**src/rtl/flag_alu_pkg.sv**
```systemverilog
package flag_alu_pkg;

    typedef enum logic [2:0] {
        OP_ADD = 3'd0,
        OP_ADC = 3'd1,
        OP_CMP = 3'd2,
        OP_AND = 3'd3,
        OP_CBW = 3'd4,
        OP_CLC = 3'd5,
        OP_STC = 3'd6,
        OP_CMC = 3'd7
    } alu_op_e;

    // bit 0 carry ... bit 5 overflow
    typedef struct packed {
        logic ov;
        logic sg;
        logic zr;
        logic ax;
        logic pr;
        logic cy;
    } flag_t;

    localparam int FLAG_N = 6;

endpackage

```
**src/rtl/alu_addsub.sv**
```systemverilog
module alu_addsub #(
    parameter int DATA_W = 16,
    parameter int NIB_W  = 4
) (
    input  logic [DATA_W-1:0] a,
    input  logic [DATA_W-1:0] b,
    input  logic              cin,
    input  logic              sub,
    input  logic              word,
    output logic [DATA_W-1:0] res,
    output logic              cout,
    output logic              aux,
    output logic              ovf
);
    localparam int HALF_W = DATA_W / 2;

    logic [DATA_W-1:0] b_eff;
    logic              c0;
    logic [DATA_W:0]   full_w;
    logic [HALF_W:0]   full_b;
    logic              raw_c;
    logic              top_a, top_b, top_r;
    logic [DATA_W-1:0] mix;

    always_comb begin
        b_eff  = sub ? ~b : b;
        c0     = sub ? 1'b1 : cin;
        full_w = {1'b0, a} + {1'b0, b_eff} + {{DATA_W{1'b0}}, c0};
        full_b = {1'b0, a[HALF_W-1:0]} + {1'b0, b_eff[HALF_W-1:0]}
               + {{HALF_W{1'b0}}, c0};
        if (word) begin
            res   = full_w[DATA_W-1:0];
            raw_c = full_w[DATA_W];
            top_a = a[DATA_W-1];
            top_b = b_eff[DATA_W-1];
            top_r = full_w[DATA_W-1];
        end else begin
            res   = {a[DATA_W-1:HALF_W], full_b[HALF_W-1:0]};
            raw_c = full_b[HALF_W];
            top_a = a[HALF_W-1];
            top_b = b_eff[HALF_W-1];
            top_r = full_b[HALF_W-1];
        end
        // borrow is the inverse of the adder carry when subtracting
        cout = raw_c ^ sub;
        mix  = a ^ b_eff ^ res;
        aux  = mix[NIB_W] ^ sub;
        ovf  = (top_a == top_b) && (top_r != top_a);
    end

endmodule

```
**src/rtl/alu_status.sv**
```systemverilog
module alu_status #(
    parameter int DATA_W = 16,
    parameter int PAR_W  = 8
) (
    input  logic [DATA_W-1:0] res,
    input  logic              word,
    output logic              zf,
    output logic              sf,
    output logic              pf
);
    localparam int HALF_W = DATA_W / 2;

    always_comb begin
        zf = word ? (res == '0) : (res[HALF_W-1:0] == '0);
        sf = word ? res[DATA_W-1] : res[HALF_W-1];
        pf = ~^res[PAR_W-1:0];
    end

endmodule

```
**src/rtl/alu_logic.sv**
```systemverilog
module alu_logic #(
    parameter int DATA_W = 16
) (
    input  logic [DATA_W-1:0] a,
    input  logic [DATA_W-1:0] b,
    input  logic              word,
    output logic [DATA_W-1:0] and_res,
    output logic [DATA_W-1:0] ext_res
);
    localparam int HALF_W = DATA_W / 2;

    logic [DATA_W-1:0] conj;

    always_comb begin
        conj    = a & b;
        and_res = word ? conj : {a[DATA_W-1:HALF_W], conj[HALF_W-1:0]};
        ext_res = {{HALF_W{a[HALF_W-1]}}, a[HALF_W-1:0]};
    end

endmodule

```
**src/rtl/flag_alu.sv**
```systemverilog
module flag_alu
    import flag_alu_pkg::*;
#(
    parameter int DATA_W = 16,
    parameter int PAR_W  = 8
) (
    input  logic              clk,
    input  logic              rst_n,
    input  logic [2:0]        opcode,
    input  logic              word_sel,
    input  logic [DATA_W-1:0] opnd_a,
    input  logic [DATA_W-1:0] opnd_b,
    input  logic              carry_in,
    output logic [DATA_W-1:0] result,
    output logic              result_we,
    output logic [FLAG_N-1:0] flags,
    output logic [FLAG_N-1:0] flag_mask
);
    localparam int HALF_W = DATA_W / 2;

    typedef struct packed {
        logic [DATA_W-1:0] res;
        logic              we;
        flag_t             fl;
        flag_t             mk;
    } alu_state_t;

    alu_state_t st_d, st_q;
    alu_op_e    op;

    logic [DATA_W-1:0] as_res, and_res, ext_res, stat_in;
    logic              as_cout, as_aux, as_ovf, as_cin, as_sub;
    logic              zf, sf, pf;

    assign op     = alu_op_e'(opcode);
    assign as_sub = (op == OP_CMP);
    assign as_cin = (op == OP_ADC) ? carry_in : 1'b0;

    alu_addsub #(.DATA_W(DATA_W), .NIB_W(4)) u_addsub (
        .a(opnd_a), .b(opnd_b), .cin(as_cin), .sub(as_sub), .word(word_sel),
        .res(as_res), .cout(as_cout), .aux(as_aux), .ovf(as_ovf)
    );

    alu_logic #(.DATA_W(DATA_W)) u_logic (
        .a(opnd_a), .b(opnd_b), .word(word_sel),
        .and_res(and_res), .ext_res(ext_res)
    );

    assign stat_in = (op == OP_AND) ? and_res : as_res;

    alu_status #(.DATA_W(DATA_W), .PAR_W(PAR_W)) u_status (
        .res(stat_in), .word(word_sel), .zf(zf), .sf(sf), .pf(pf)
    );

    always_comb begin
        st_d     = '0;
        st_d.res = opnd_a;
        case (op)
            OP_ADD, OP_ADC, OP_CMP: begin
                st_d.res = as_res;
                st_d.we  = (op != OP_CMP);
                st_d.fl  = '{ov: as_ovf, sg: sf, zr: zf, ax: as_aux, pr: pf, cy: as_cout};
                st_d.mk  = '1;
            end
            OP_AND: begin
                st_d.res = and_res;
                st_d.we  = 1'b1;
                st_d.fl  = '{ov: 1'b0, sg: sf, zr: zf, ax: 1'b0, pr: pf, cy: 1'b0};
                st_d.mk  = '{ov: 1'b1, sg: 1'b1, zr: 1'b1, ax: 1'b0, pr: 1'b1, cy: 1'b1};
            end
            OP_CBW: begin
                st_d.res = ext_res;
                st_d.we  = 1'b1;
            end
            OP_CLC, OP_STC, OP_CMC: begin
                st_d.mk.cy = 1'b1;
                st_d.fl.cy = (op == OP_STC) ? 1'b1 :
                             (op == OP_CMC) ? ~carry_in : 1'b0;
            end
            default: st_d = '0;
        endcase
    end

    always_ff @(posedge clk or negedge rst_n) begin
        if (!rst_n) st_q <= '0;
        else        st_q <= st_d;
    end

    assign result    = st_q.res;
    assign result_we = st_q.we;
    assign flags     = st_q.fl;
    assign flag_mask = st_q.mk;

    // marks that the output register holds a post-reset load
    logic primed_q;
    always_ff @(posedge clk or negedge rst_n) begin
        if (!rst_n) primed_q <= 1'b0;
        else        primed_q <= 1'b1;
    end

    a_r5_cmp_no_write: assert property (@(posedge clk) disable iff (!rst_n)
        (primed_q && $past(opcode) == 3'd2) |-> (!result_we && flag_mask == 6'h3F));

    a_r6_and_cy_ov_zero: assert property (@(posedge clk) disable iff (!rst_n)
        (primed_q && $past(opcode) == 3'd3) |-> (!flags[0] && !flags[5] && !flag_mask[2]));

    a_r8_cbw_no_flags: assert property (@(posedge clk) disable iff (!rst_n)
        (primed_q && $past(opcode) == 3'd4) |->
        (flag_mask == '0 && result[HALF_W-1:0] == $past(opnd_a[HALF_W-1:0])));

    a_r9_carry_only: assert property (@(posedge clk) disable iff (!rst_n)
        (primed_q && $past(opcode) >= 3'd5) |->
        (flag_mask == 6'b000001 && !result_we && result == $past(opnd_a)));

    a_r10_byte_upper: assert property (@(posedge clk) disable iff (!rst_n)
        (primed_q && !$past(word_sel) && $past(opcode) != 3'd4) |->
        (result[DATA_W-1:HALF_W] == $past(opnd_a[DATA_W-1:HALF_W])));

    a_r12_masked_zero: assert property (@(posedge clk) disable iff (!rst_n)
        primed_q |-> ((flags & ~flag_mask) == '0));

endmodule

```
**config.mk**
```make
export PLATFORM = sky130hd
export DESIGN_NAME = flag_alu
export DESIGN_NICKNAME = d
export VERILOG_FILES = /design/src/rtl/flag_alu_pkg.sv /design/src/rtl/alu_addsub.sv /design/src/rtl/alu_status.sv /design/src/rtl/alu_logic.sv /design/src/rtl/flag_alu.sv
export SDC_FILE = /design/constraint.sdc
export NUM_CORES = 1
export LEC_CHECK = 0
export CAP_MARGIN = 20
export CORE_MARGIN = 4
export CORE_UTILIZATION = 54
export CTS_CLUSTER_SIZE = 28
export DETAILED_ROUTE_END_ITERATION = 12
export HOLD_SLACK_MARGIN = 0.03
export PLACE_DENSITY = 0.9
export SLEW_MARGIN = 20
export SYNTH_ARGS = -nofsm -noshare
export SYNTH_HDL_FRONTEND = slang
export SYNTH_SLANG_ARGS = --single-unit
```
**constraint.sdc**
```tcl
create_clock -name clk -period 1.18 [get_ports clk]
set_input_delay 0.295 -clock clk [delete_from_list [all_inputs] [get_ports clk]]
set_output_delay 0.295 -clock clk [all_outputs]
set_load 0.02 [all_outputs]
```
==> impl_metrics.xml, run 1 <==
<?xml version="1.0" encoding="UTF-8"?>
<metrics>
  <group name="run_status">
    <metric name="outcome" unit="">aborted with a tool error</metric>
    <metric name="outcome.stop_stage" unit="">clock tree synthesis</metric>
    <metric name="stop_error" unit="">[ERROR DPL-0038] Utilization greater than 100%, impossible to legalize</metric>
  </group>
  <group name="logic_synthesis">
    <metric name="yosys.cell_count.top_type" unit="">nand2_1</metric>
    <metric name="ys_warn_count" unit="">0</metric>
    <metric name="synth_top_cells_by_count" unit="">34 x nand2_1, 32 x a21oi_1, 26 x dfrtp_1</metric>
    <metric name="syn_area" unit="µm²">2630</metric>
    <metric name="synth_seq_cells" unit="">26</metric>
    <metric name="synth_area_leaders" unit="">dfrtp_1 25%, ha_1 9.1%, xor2_1 6.3%</metric>
    <metric name="mappedNetlistNets" unit="">384</metric>
    <metric name="yosysUniqueCellTypes" unit="">58</metric>
    <metric name="synth.yosys.seq_area_share" unit="">0.248</metric>
    <metric name="yosys.area.top_type_share" unit="">0.248</metric>
    <metric name="synthesis.instances" unit="">324</metric>
    <metric name="async_flop_share" unit="">1.00</metric>
    <metric name="postSynth.topFlopCell" unit="">dfrtp_1</metric>
    <metric name="yosysTopAreaCell" unit="">dfrtp_1</metric>
    <metric name="mean_area_per_synthesized_cell" unit="µm²">8.10</metric>
    <metric name="synth-edff-count" unit="">0</metric>
  </group>
  <group name="cts">
    <metric name="cts-buffers-inserted" unit="">3</metric>
    <metric name="clock_tree.buffer_depth" unit="">2</metric>
    <metric name="cts_htree_levels" unit="">1</metric>
    <metric name="cts-root-buf" unit="">clkbuf_8</metric>
    <metric name="cts_setup_buffers" unit="">35</metric>
    <metric name="ctsHoldBuffers" unit="">0</metric>
    <metric name="numClockSinks" unit="">26</metric>
    <metric name="cts-resized-gates" unit="">239</metric>
  </group>
  <group name="placed_design">
    <metric name="gp_congestion" unit="">0.965</metric>
    <metric name="dp.final_hpwl" unit="mm">9.04</metric>
    <metric name="place_ws" unit="ps">-3210</metric>
    <metric name="placement.io_buffers" unit="">67</metric>
  </group>
  <group name="floorplanning">
    <metric name="die_w" unit="µm">77.7</metric>
    <metric name="floorplan.io_pins" unit="">68</metric>
    <metric name="rows" unit="">25</metric>
    <metric name="initial_utilization" unit="">0.556</metric>
    <metric name="die_y" unit="µm">77.7</metric>
  </group>
</metrics>
[per-stage QoR]
step / TNS [ps] / instance area, µm² / hold slack (ps) / cells / util
after floorplan: -36910 / 2710 / -0.591 / 324 / -
after global placement: -47080 / 4200 / 660 / 550 / 0.890
after detailed placement: -51450 / 4200 / 674 / 550 / 0.890
[logic make-up after synthesis]
family | count (synthesis) | share of synthesized area
flops | 26 | 0.248
buf+inv | 30 | 0.0486
xor+xnor | 31 | 0.106
fa+ha+maj | 21 | 0.106
mux | 4 | 0.0153
compound gates | 115 | 0.293
simple gates | 97 | 0.183
==> inputs of run 2 (changes only) <==
--- a/config.mk
+++ b/config.mk
@@ -7,11 +7,9 @@
 export LEC_CHECK = 0
 export CAP_MARGIN = 20
 export CORE_MARGIN = 4
-export CORE_UTILIZATION = 54
-export CTS_CLUSTER_SIZE = 28
+export CORE_UTILIZATION = 40
 export DETAILED_ROUTE_END_ITERATION = 12
-export HOLD_SLACK_MARGIN = 0.03
-export PLACE_DENSITY = 0.9
+export PLACE_DENSITY_LB_ADDON = 0.15
 export SLEW_MARGIN = 20
 export SYNTH_ARGS = -nofsm -noshare
 export SYNTH_HDL_FRONTEND = slang
==> impl_metrics.xml, run 2 <==
<?xml version="1.0" encoding="UTF-8"?>
<metrics>
  <group name="logic_synthesis">
    <metric name="postSynth.topFlopCell" unit="">dfrtp_1</metric>
    <metric name="yosys.area.top_type_share" unit="">0.248</metric>
    <metric name="mappedNetlistNets" unit="">384</metric>
    <metric name="synthesis.instances" unit="">324</metric>
    <metric name="synth-edff-count" unit="">0</metric>
    <metric name="yosys.cell_count.top_type" unit="">nand2_1</metric>
    <metric name="mean_area_per_synthesized_cell" unit="µm²">8.10</metric>
    <metric name="ys_warn_count" unit="">0</metric>
    <metric name="yosysUniqueCellTypes" unit="">58</metric>
    <metric name="syn_area" unit="µm²">2630</metric>
    <metric name="synth_area_leaders" unit="">dfrtp_1 25%, ha_1 9.1%, xor2_1 6.3%</metric>
    <metric name="synth_top_cells_by_count" unit="">34 x nand2_1, 32 x a21oi_1, 26 x dfrtp_1</metric>
    <metric name="yosysTopAreaCell" unit="">dfrtp_1</metric>
    <metric name="synth_seq_cells" unit="">26</metric>
    <metric name="async_flop_share" unit="">1.00</metric>
    <metric name="synth.yosys.seq_area_share" unit="">0.248</metric>
  </group>
  <group name="cts">
    <metric name="cts-root-buf" unit="">clkbuf_8</metric>
    <metric name="cts_tree" unit="">built</metric>
    <metric name="clock_tree.buffer_depth" unit="">2</metric>
    <metric name="ctsHoldBuffers" unit="">0</metric>
    <metric name="cts_htree_levels" unit="">1</metric>
    <metric name="cts-buffers-inserted" unit="">3</metric>
    <metric name="clkTransAtPathRegs" unit="ps">90</metric>
    <metric name="numClockSinks" unit="">26</metric>
  </group>
  <group name="global_route">
    <metric name="grt_antenna_before_repair" unit="">0</metric>
    <metric name="global_route_wire_length_before_repair" unit="mm">15.4</metric>
    <metric name="number_of_global_route_vias_before_repair" unit="">3183</metric>
    <metric name="largest_net_degree_at_the_start_of_global_routing" unit="">27</metric>
    <metric name="globalRoute.totalOverflow" unit="">0</metric>
    <metric name="gr-usage-all-layers" unit="">0.248</metric>
  </group>
  <group name="detailed_routing">
    <metric name="detailroute.via_count" unit="">3367</metric>
    <metric name="drt-initial-drc-count" unit="">218</metric>
    <metric name="number_of_vias_per_cell_after_detailed_routing" unit="">5.66</metric>
    <metric name="wirelength" unit="mm">10.4</metric>
    <metric name="drt-wirelength-per-cell" unit="µm">17.5</metric>
    <metric name="final_antenna_net_count" unit="">0</metric>
    <metric name="drt_first_pass_iters" unit="">5</metric>
    <metric name="detail_route.drc_violations" unit="">0</metric>
  </group>
  <group name="layout">
    <metric name="drive_above_1_share" unit="">0.458</metric>
    <metric name="largest_reg_flops" unit="">16</metric>
    <metric name="layout.cells.most_common" unit="">buf_4</metric>
    <metric name="flow.area_growth_from_synthesis" unit="%">82.7</metric>
    <metric name="most_frequent_cells_in_the_layout" unit="">112 x buf_4, 33 x nand2_1, 31 x clkdlybuf4s50_1, 30 x buf_2, 29 x buf_6</metric>
    <metric name="diodes" unit="">0</metric>
    <metric name="final_cell_area" unit="µm²">4800</metric>
    <metric name="nets" unit="">579</metric>
  </group>
  <group name="sta">
    <metric name="drv_slew" unit="">0</metric>
    <metric name="finalHoldViolCount" unit="">0</metric>
    <metric name="final.period_utilization" unit="">2.88</metric>
    <metric name="timing.max_slew.rel_slack" unit="">0.724</metric>
    <metric name="timing.fmax" unit="MHz">295</metric>
    <metric name="grt_setup_unrepaired" unit="">true</metric>
    <metric name="min_period" unit="ps">3400</metric>
    <metric name="layout_setup_ws" unit="ps">-2220</metric>
    <metric name="finalSetupViolCount" unit="">22</metric>
    <metric name="worst_slew_pin_slew" unit="ps">410</metric>
  </group>
  <group name="worst_hold_path">
    <metric name="min-delay-path-class" unit="">in2reg</metric>
  </group>
  <group name="power">
    <metric name="irDropWorstVdd" unit="mV">0.552</metric>
    <metric name="p_leak" unit="µW">0.00224</metric>
    <metric name="power.total" unit="µW">4960</metric>
    <metric name="power_density" unit="nW/µm²">1030</metric>
  </group>
  <group name="setup_path">
    <metric name="worst_ep_required_time" unit="ps">1360</metric>
    <metric name="wp_data_arrival" unit="ps">3570</metric>
    <metric name="critPathLaunchType" unit="">primary input</metric>
    <metric name="endpoint" unit="">flags[3]</metric>
    <metric name="crit_type" unit="">in2reg</metric>
    <metric name="crit_start" unit="">opcode[0]</metric>
    <metric name="worst-path-max-fanout" unit="">3</metric>
    <metric name="end_kind" unit="">flop</metric>
  </group>
  <group name="run_status">
    <metric name="outcome" unit="">finished with violations</metric>
    <metric name="failed_checks" unit="">setup timing</metric>
  </group>
  <group name="floorplanning">
    <metric name="area_of_the_core_region" unit="µm²">6350</metric>
    <metric name="rows" unit="">29</metric>
    <metric name="die_y" unit="µm">89.0</metric>
    <metric name="initial_utilization" unit="">0.413</metric>
    <metric name="die_w" unit="µm">89.0</metric>
    <metric name="design.die.area" unit="µm²">7920</metric>
    <metric name="floorplan.io_pins" unit="">68</metric>
  </group>
  <group name="placed_design">
    <metric name="placement.io_buffers" unit="">67</metric>
    <metric name="gp_congestion" unit="">0.939</metric>
    <metric name="placedInstanceArea" unit="µm²">4230</metric>
    <metric name="place_ws" unit="ps">-2970</metric>
    <metric name="dp.final_hpwl" unit="mm">7.50</metric>
  </group>
  <group name="job">
    <metric name="cap_violations" unit="">0</metric>
  </group>
</metrics>
[run 2: routing by layer]
metal | vias to the layer above | share of wire | global-route usage
li1 | 1587 | - | -
met1 | 1631 | 0.43 | 0.335
met2 | 128 | 0.49 | 0.418
met3 | 21 | 0.052 | 0.0184
met4 | 0 | 0.021 | 0.0866
met5 | - | 0 | 0
[run 2: cells by family (layout without fill, tap and decap cells)]
logic type,Yosys count,in the layout,share of synthesized area
mux,4,4,0.0153
flops,26,26,0.248
xor+xnor,31,31,0.106
buf+inv,30,224,0.0486
fa+ha+maj,21,21,0.106
simple gates,97,97,0.183
compound gates,115,115,0.293
[run 2: worst min path at each step]
stage	start	endpoint	slack [ps]	depth (start not counted)
3_3_place_gp	rst_n	flag_mask[2]	660	2
3_5_place_dp	rst_n	result_we	670	2
6_report	opcode[0]	result_we	330	3
5_1_grt	opcode[0]	result_we	350	3
4_1_cts	opcode[0]	result_we	340	3
2_1_floorplan	rst_n	flag_mask[0]	-0.6	0
[run 2: worst max-delay path, stage by stage]
cell	delay, ps
buf_6	90
nand2b_4	140
nor2_4	160
xor2_2	100
fa_2	370
fa_2	390
a21oi_4	170
o211ai_1	130
nor2_1	170
xor2_1	200
nor2_1	70
a31oi_1	230
ha_2	240
nor4bb_4	200
nand2_1	90
a221oi_2	170
o2111ai_1	130
o31ai_1	210
[run 2: per-stage QoR]
stage	instances	setup TNS, ps	util	hold slack (ps)
floorplan	324	-36910	-	-0.591
global placement	560	-48280	0.666	665
detailed placement	560	-50070	0.666	669
CTS	577	-29220	0.704	341
global route	595	-35080	0.755	353
finish	595	-32890	0.755	332
[run 2: cell type report]
type / instances / area, µm²
Clock buffer: 4 / 55.1
Fill cell: 414 / 1550
Inverter: 12 / 45.0
Multi-Input combinational cell: 268 / 2250
Sequential cell: 26 / 651
Tap cell: 77 / 96.3
Timing Repair Buffer: 208 / 1700
[run 2: power by group]
part           internal [µW]  switching [µW]  total (µW)
sequential              1000            27.3        1030
clock                    298             275         574
combinational           1730            1620        3350
[run 2: repair_timing]
action | CTS | global route
gates cloned | 0 | 0
endpoints found under the setup margin | 54 | 28
setup buffers | 13 | 20
pin swaps | 39 | 21
resized for setup | 174 | 50
No activity file was read; power rests on OpenSTA's default activity.
